**config.mk**
```make
export PLATFORM = sky130hd
export DESIGN_NAME = pci_cfg_engine
export DESIGN_NICKNAME = d
export VERILOG_FILES = /design/src/rtl/pci_cfg_engine.sv
export SDC_FILE = /design/constraint.sdc
export NUM_CORES = 1
export LEC_CHECK = 0
export BUFFER_PORTS_ARGS = -buffer_cell sky130_fd_sc_hd__buf_2
export CORE_MARGIN = 3
export CORE_UTILIZATION = 44
export DETAILED_ROUTE_END_ITERATION = 6
export PLACE_DENSITY = 0.7
export SLEW_MARGIN = 20
export SYNTH_ARGS = -nofsm -noshare
export SYNTH_HDL_FRONTEND = slang
export SYNTH_SLANG_ARGS = --single-unit
```
**constraint.sdc**
```tcl
create_clock -name clk -period 2.6 [get_ports clk]
set_input_delay 0.52 -clock clk [delete_from_list [all_inputs] [get_ports clk]]
set_output_delay 0.52 -clock clk [all_outputs]
set_load 0.01 [all_outputs]
```
**src/rtl/pci_cfg_engine.sv**
```systemverilog
module pci_cfg_engine #(
  parameter int ROUNDS = 8
) (
  input  logic        clk,
  input  logic        rst_n,
  input  logic        req_valid,
  output logic        req_ready,
  input  logic [7:0]  req_bus,
  input  logic [4:0]  req_dev,
  input  logic [2:0]  req_func,
  input  logic [7:0]  req_reg,
  input  logic [2:0]  req_size,
  input  logic        req_write,
  input  logic [31:0] req_wdata,
  input  logic        workaround,
  output logic        rsp_valid,
  output logic [1:0]  rsp_status,
  output logic [31:0] rsp_rdata,
  output logic        busy,
  output logic        bus_strobe,
  output logic [31:0] bus_addr,
  output logic [7:0]  bus_cmd,
  output logic [31:0] bus_wdata,
  input  logic [31:0] bus_rdata,
  input  logic        abort_flag,
  output logic        abort_clear
);
  localparam int RW = (ROUNDS > 1) ? $clog2(ROUNDS) : 1;
  localparam logic [RW-1:0] LAST = RW'(ROUNDS - 1);

  typedef enum logic [2:0] {S_IDLE, S_ISSUE, S_SAMP, S_CHECK, S_RESP} state_t;
  state_t state;

  logic [1:0]    n, n_q;
  logic [2:0]    size_q;
  logic          wr_q, wa_q, phase;
  logic [RW-1:0] round;
  logic [31:0]   rdata_q, mask, aligned;
  logic          size_ok;
  logic [3:0]    be;
  logic [32:0]   sel;
  logic [31:0]   addr_new;

  assign n = req_reg[1:0];
  assign size_ok = (req_size == 3'd1) || (req_size == 3'd4) ||
                   (req_size == 3'd2 && n != 2'd3);

  always_comb begin
    case (req_size)
      3'd1:    be = ~(4'b0001 << n);
      3'd2:    be = ~(4'b0011 << n);
      default: be = 4'b0000;
    endcase
  end

  assign sel = 33'd1 << (6'd32 - {1'b0, req_dev});
  assign addr_new = (req_bus == 8'd0)
      ? (sel[31:0] | {21'd0, req_func, req_reg[7:2], 2'b00})
      : {8'd0, req_bus, req_dev, req_func, req_reg[7:2], 2'b01};

  assign mask = (size_q == 3'd1) ? 32'h0000_00ff :
                (size_q == 3'd2) ? 32'h0000_ffff : 32'hffff_ffff;
  assign aligned = (rdata_q >> {n_q, 3'b000}) & mask;

  assign req_ready   = (state == S_IDLE);
  assign busy        = (state != S_IDLE);
  assign bus_strobe  = (state == S_ISSUE);
  assign rsp_valid   = (state == S_RESP);
  assign abort_clear = (state == S_CHECK) && abort_flag;

  always_ff @(posedge clk) begin
    if (!rst_n) begin
      state      <= S_IDLE;
      n_q        <= '0;
      size_q     <= '0;
      wr_q       <= 1'b0;
      wa_q       <= 1'b0;
      phase      <= 1'b0;
      round      <= '0;
      rdata_q    <= '0;
      bus_addr   <= '0;
      bus_cmd    <= '0;
      bus_wdata  <= '0;
      rsp_status <= 2'd0;
      rsp_rdata  <= '0;
    end else begin
      case (state)
        S_IDLE: if (req_valid) begin
          n_q       <= n;
          size_q    <= req_size;
          wr_q      <= req_write;
          wa_q      <= workaround;
          phase     <= 1'b0;
          round     <= '0;
          bus_addr  <= addr_new;
          bus_cmd   <= {be, req_write ? 4'hB : 4'hA};
          bus_wdata <= req_wdata << {n, 3'b000};
          if (!size_ok) begin
            rsp_status <= 2'd1;
            rsp_rdata  <= '1;
            state      <= S_RESP;
          end else begin
            state <= S_ISSUE;
          end
        end
        S_ISSUE: state <= wr_q ? S_CHECK : S_SAMP;
        S_SAMP: begin
          rdata_q <= bus_rdata;
          if (!wa_q) state <= S_CHECK;
          else if (!phase) phase <= 1'b1;
          else begin
            phase <= 1'b0;
            if (round == LAST) state <= S_CHECK;
            else begin
              round <= round + 1'b1;
              state <= S_ISSUE;
            end
          end
        end
        S_CHECK: begin
          if (abort_flag) begin
            rsp_status <= 2'd2;
            rsp_rdata  <= '1;
          end else begin
            rsp_status <= 2'd0;
            rsp_rdata  <= wr_q ? 32'd0 : aligned;
          end
          state <= S_RESP;
        end
        default: state <= S_IDLE;
      endcase
    end
  end


  cmd_hold_chk: assert property (@(posedge clk) disable iff (!rst_n)
    (busy && $past(busy) && !$past(req_ready)) |->
      ($stable(bus_addr) && $stable(bus_cmd) && $stable(bus_wdata)));

  busy_drop_chk: assert property (@(posedge clk) disable iff (!rst_n)
    rsp_valid |=> !busy);

  rsp_pulse_chk: assert property (@(posedge clk) disable iff (!rst_n)
    rsp_valid |=> !rsp_valid);

  no_accept_in_rsp_chk: assert property (@(posedge clk) disable iff (!rst_n)
    rsp_valid |-> !req_ready);

  clear_to_nodev_chk: assert property (@(posedge clk) disable iff (!rst_n)
    abort_clear |=> (rsp_valid && rsp_status == 2'd2 && rsp_rdata == 32'hffff_ffff));

  bad_no_strobe_chk: assert property (@(posedge clk) disable iff (!rst_n)
    (req_valid && req_ready && (req_size == 3'd3 || req_size == 3'd0)) |=>
      (!bus_strobe && rsp_valid && rsp_status == 2'd1));

  strobe_gap_chk: assert property (@(posedge clk) disable iff (!rst_n)
    bus_strobe |=> !bus_strobe);
endmodule

```
==> results_dict.tcl <==
set metrics [dict create \
    combPwrFrac_pct 16.5 \
    clock.fmax_mhz 455.9 \
    clkLatencyLatePin_ns 0.43 \
    setup_violations 0 \
    peakVddDrop_mv 0.4316 \
    period_minus_slack_ns 2.194 \
    outcome "completed" \
    fin_worst_skew_ns 0.01129 \
    drv_slew 0 \
    grt_pass1_wl_um 30970 \
    syn-mean-instance-area_sq_um 8.492 \
    grt.overflow.total 0 \
    dieHeight_um 129.4 \
    drcViolationCount 0 \
    die_area_sq_um 16740 \
    start_util_pct 45.58 \
    hpwl_um 14400 \
    netlist_area_sq_um 6700 \
    synth_flop_cell "dfxtp_1" \
    cts_setup_buffers 0 \
    ctsHtreeMaxLevel 4 \
    setup_slack_ns 0.4063 \
    fin_area_sq_um 8369 \
    grt_pass1_vias 5846 \
    clock-sinks 149 \
    power.density_nw_per_um2 685.8 \
    endpoint_kind "primary output" \
    placed_area_sq_um 7841 \
    gp_congestion 0.8499 \
    firstDrtPassIters 5 \
    hold_viol 0 \
    drv_cap 0 \
    fp.coreArea_sq_um 14700 \
    slew_headroom_pct 37.92 \
    syn-num-nets 892 \
    via_per_inst 5.587 \
    crit_chain "nor2b_1 > nor2b_1 > buf_2" \
    syn_inst 789 \
    ant_nets 0 \
    cpMaxStageDelayCell "dfxtp_1" \
    startpoint "state[0]$_SDFFE_PN0P_" \
    r2r-start "state[0]$_SDFFE_PN0P_" \
    clockRootBuffer "clkbuf_16" \
    worstSetupPathType "reg2out" \
    num_antenna_cells 0 \
    fill_cells 1352 \
    period_share_pct 84.37 \
    total_power_mw 5.740 \
    switching_power_mw 1.616 \
    cts_buffer_depth 2 \
    rsz0062_at_grt "false" \
    cp_common_cell "nor2b_1" \
    synth_edf_count 0 \
    cts.clk_slew.worst_paths_ns 0.06 \
    fp.dieW_um 129.4 \
    grt_max_degree 70 \
    area_growth_pct 24.91 \
    synthDistinctLibCells 60 \
    port_buffers 206 \
    crit_path_start_kind "flip-flop" \
    row_count 44 \
    antenna_found_initial 1 \
    yosys_warnings 0 \
    drt_iter0_drc 621 \
    async_reset_ff_share_pct 0 \
    dp_worst_setup_slack_ns 0.3681 \
    critPathMaxFanout 12 \
    fin_setup_tns_ns 0 \
    nets 1068 \
    grt_usage_pct 23.43 \
    whs_ns 0.3209 \
    wl_per_cell_um 17.14 \
    swShare_pct 28.16 \
    clkPwrFrac_pct 38.9 \
    postCtsHoldBufs 0 \
    cp.arrival_ns 1.67 \
    cts_resized 0 \
    ys_seq_elements 149 \
    worstHoldStart "req_reg[2]" \
    worst-slew-pin-transition_ns 0.9214 \
    path_delay_family "flip-flops" \
    crit_required_ns 2.08 \
    cts_tree "done" \
    io_pins 208 \
    hp-class "in2reg" \
    cts_made_buffers 17 \
    internal_power_mw 4.124 \
    num_vias 6486 \
    yosysSeqAreaShare_pct 44.52 \
    drive_gt1_share_pct 30.71 \
    max_stage_delay_ns 0.61 \
    p_leak_nw 3.681 \
    p_seq_share_pct 44.6 \
    crit_buf_inv 1 \
    wirelength_um 19910 \
]
## final cells by class
cell class | count | area, sq um | area share (%)
Multi-Input combinational cell | 565 | 3411 | 40.75
Sequential cell | 149 | 2983 | 35.64
Timing Repair Buffer | 223 | 1184 | 14.14
Clock buffer | 22 | 474.2 | 5.666
Tap cell | 184 | 230.2 | 2.751
Clock inverter | 9 | 53.80 | 0.6428
Inverter | 9 | 33.78 | 0.4036
## sequential cells by signal, summed over array words and instances, names as in the netlist
| signal | flops |
|---|---|
| bus_addr | 32 |
| bus_cmd | 6 |
| bus_wdata | 32 |
| n_q | 2 |
| phase | 1 |
| rdata_q | 32 |
| round | 3 |
| rsp_rdata | 32 |
| rsp_status | 2 |
| size_q | 3 |
| state | 3 |
| wa_q | 1 |
## cell usage after synthesis (3+ instances only)
cell | count | area, sq um
clkbuf_1 | 47 | 176.4
nand2b_1 | 8 | 50.05
o22ai_1 | 7 | 43.79
nor3_1 | 20 | 100.1
a41oi_1 | 8 | 70.07
o21ai_0 | 29 | 145.1
mux2i_1 | 37 | 370.4
mux2_2 | 18 | 202.7
dfxtp_1 | 149 | 2983
nand3_1 | 18 | 90.09
o211ai_1 | 14 | 105.1
a22oi_1 | 3 | 22.52
nor2b_1 | 8 | 50.05
inv_1 | 6 | 22.52
nand4_1 | 3 | 18.77
a21o_1 | 8 | 60.06
buf_1 | 3 | 11.26
o221a_2 | 16 | 180.2
o211a_1 | 10 | 100.1
a2bb2oi_1 | 9 | 78.83
ha_1 | 6 | 75.07
nor2_1 | 52 | 195.2
nor3b_1 | 3 | 22.52
a221oi_1 | 8 | 70.07
buf_2 | 11 | 55.05
nand2_1 | 155 | 581.8
a21oi_1 | 87 | 435.4
buf_4 | 3 | 22.52
## routing by layer
layer  vias to the layer above  GRT usage (%)  share of wire, %
met2                       276          35.91                45
li1                       3153              -                 -
met3                        38          7.626               8.8
met1                      3017          30.99                43
met4                         2          8.524               2.6
met5                         -              0             0.035
## power by group through the flow
stage	registers [mW]	logic, mW	clock network [mW]
4_1_cts	2.56	0.947	2.26
3_3_place_gp	2.60	0.938	0
6_report	2.56	0.946	2.23
3_5_place_dp	2.61	0.944	0
5_1_grt	2.58	1.04	2.37
2_1_floorplan	2.64	0.528	0
## cell families (layout without fill, tap and decap cells)
logic type	count (synthesis)	after routing	synth area share [%]
adders and majority gates	6	6	1.120
DFF	149	149	44.52
other	1	1	0.05597
xor gates and xnor gates	2	2	0.2615
buffers and inverters	75	263	4.799
and+or+nand+nor	289	289	19.46
muxes	55	55	8.553
AOI/OAI and AO/OA	212	212	21.23
## placed cells by master, fill, tap and decap left out, types with 6 or more instances in the layout
| cell type | n |
|---|---|
| buf_2 | 206 |
| nand2_1 | 155 |
| dfxtp_1 | 149 |
| a21oi_1 | 87 |
| nor2_1 | 52 |
| mux2i_1 | 37 |
| o21ai_0 | 29 |
| nor3_1 | 20 |
| nand3_1 | 18 |
| mux2_2 | 18 |
| clkbuf_16 | 17 |
| o221a_2 | 16 |
| buf_4 | 15 |
| o211ai_1 | 14 |
| o211a_1 | 10 |
| a2bb2oi_1 | 9 |
| a221oi_1 | 8 |
| a21o_1 | 8 |
| nand2b_1 | 8 |
| nor2b_1 | 8 |
| a41oi_1 | 8 |
| o22ai_1 | 7 |
| inv_1 | 6 |
| ha_1 | 6 |
| clkinv_2 | 6 |
## per-stage QoR
step           instances  util, %
6_report            1161    56.94
5_1_grt             1161    56.94
4_1_cts             1161    56.94
3_5_place_dp        1130    53.35
3_3_place_gp        1130    53.35
2_1_floorplan        789        -
## final timing paths
kind         slack [ns]                          to  cells after the start
max                0.41                  bus_strobe                      3
max reg2reg        0.41   bus_addr[28]$_SDFFE_PN0P_                      5
min                0.32    bus_addr[2]$_SDFFE_PN0P_                      2
min reg2reg        0.45  bus_wdata[27]$_SDFFE_PN0P_                      2
No activity file was read; power rests on OpenSTA's default activity.
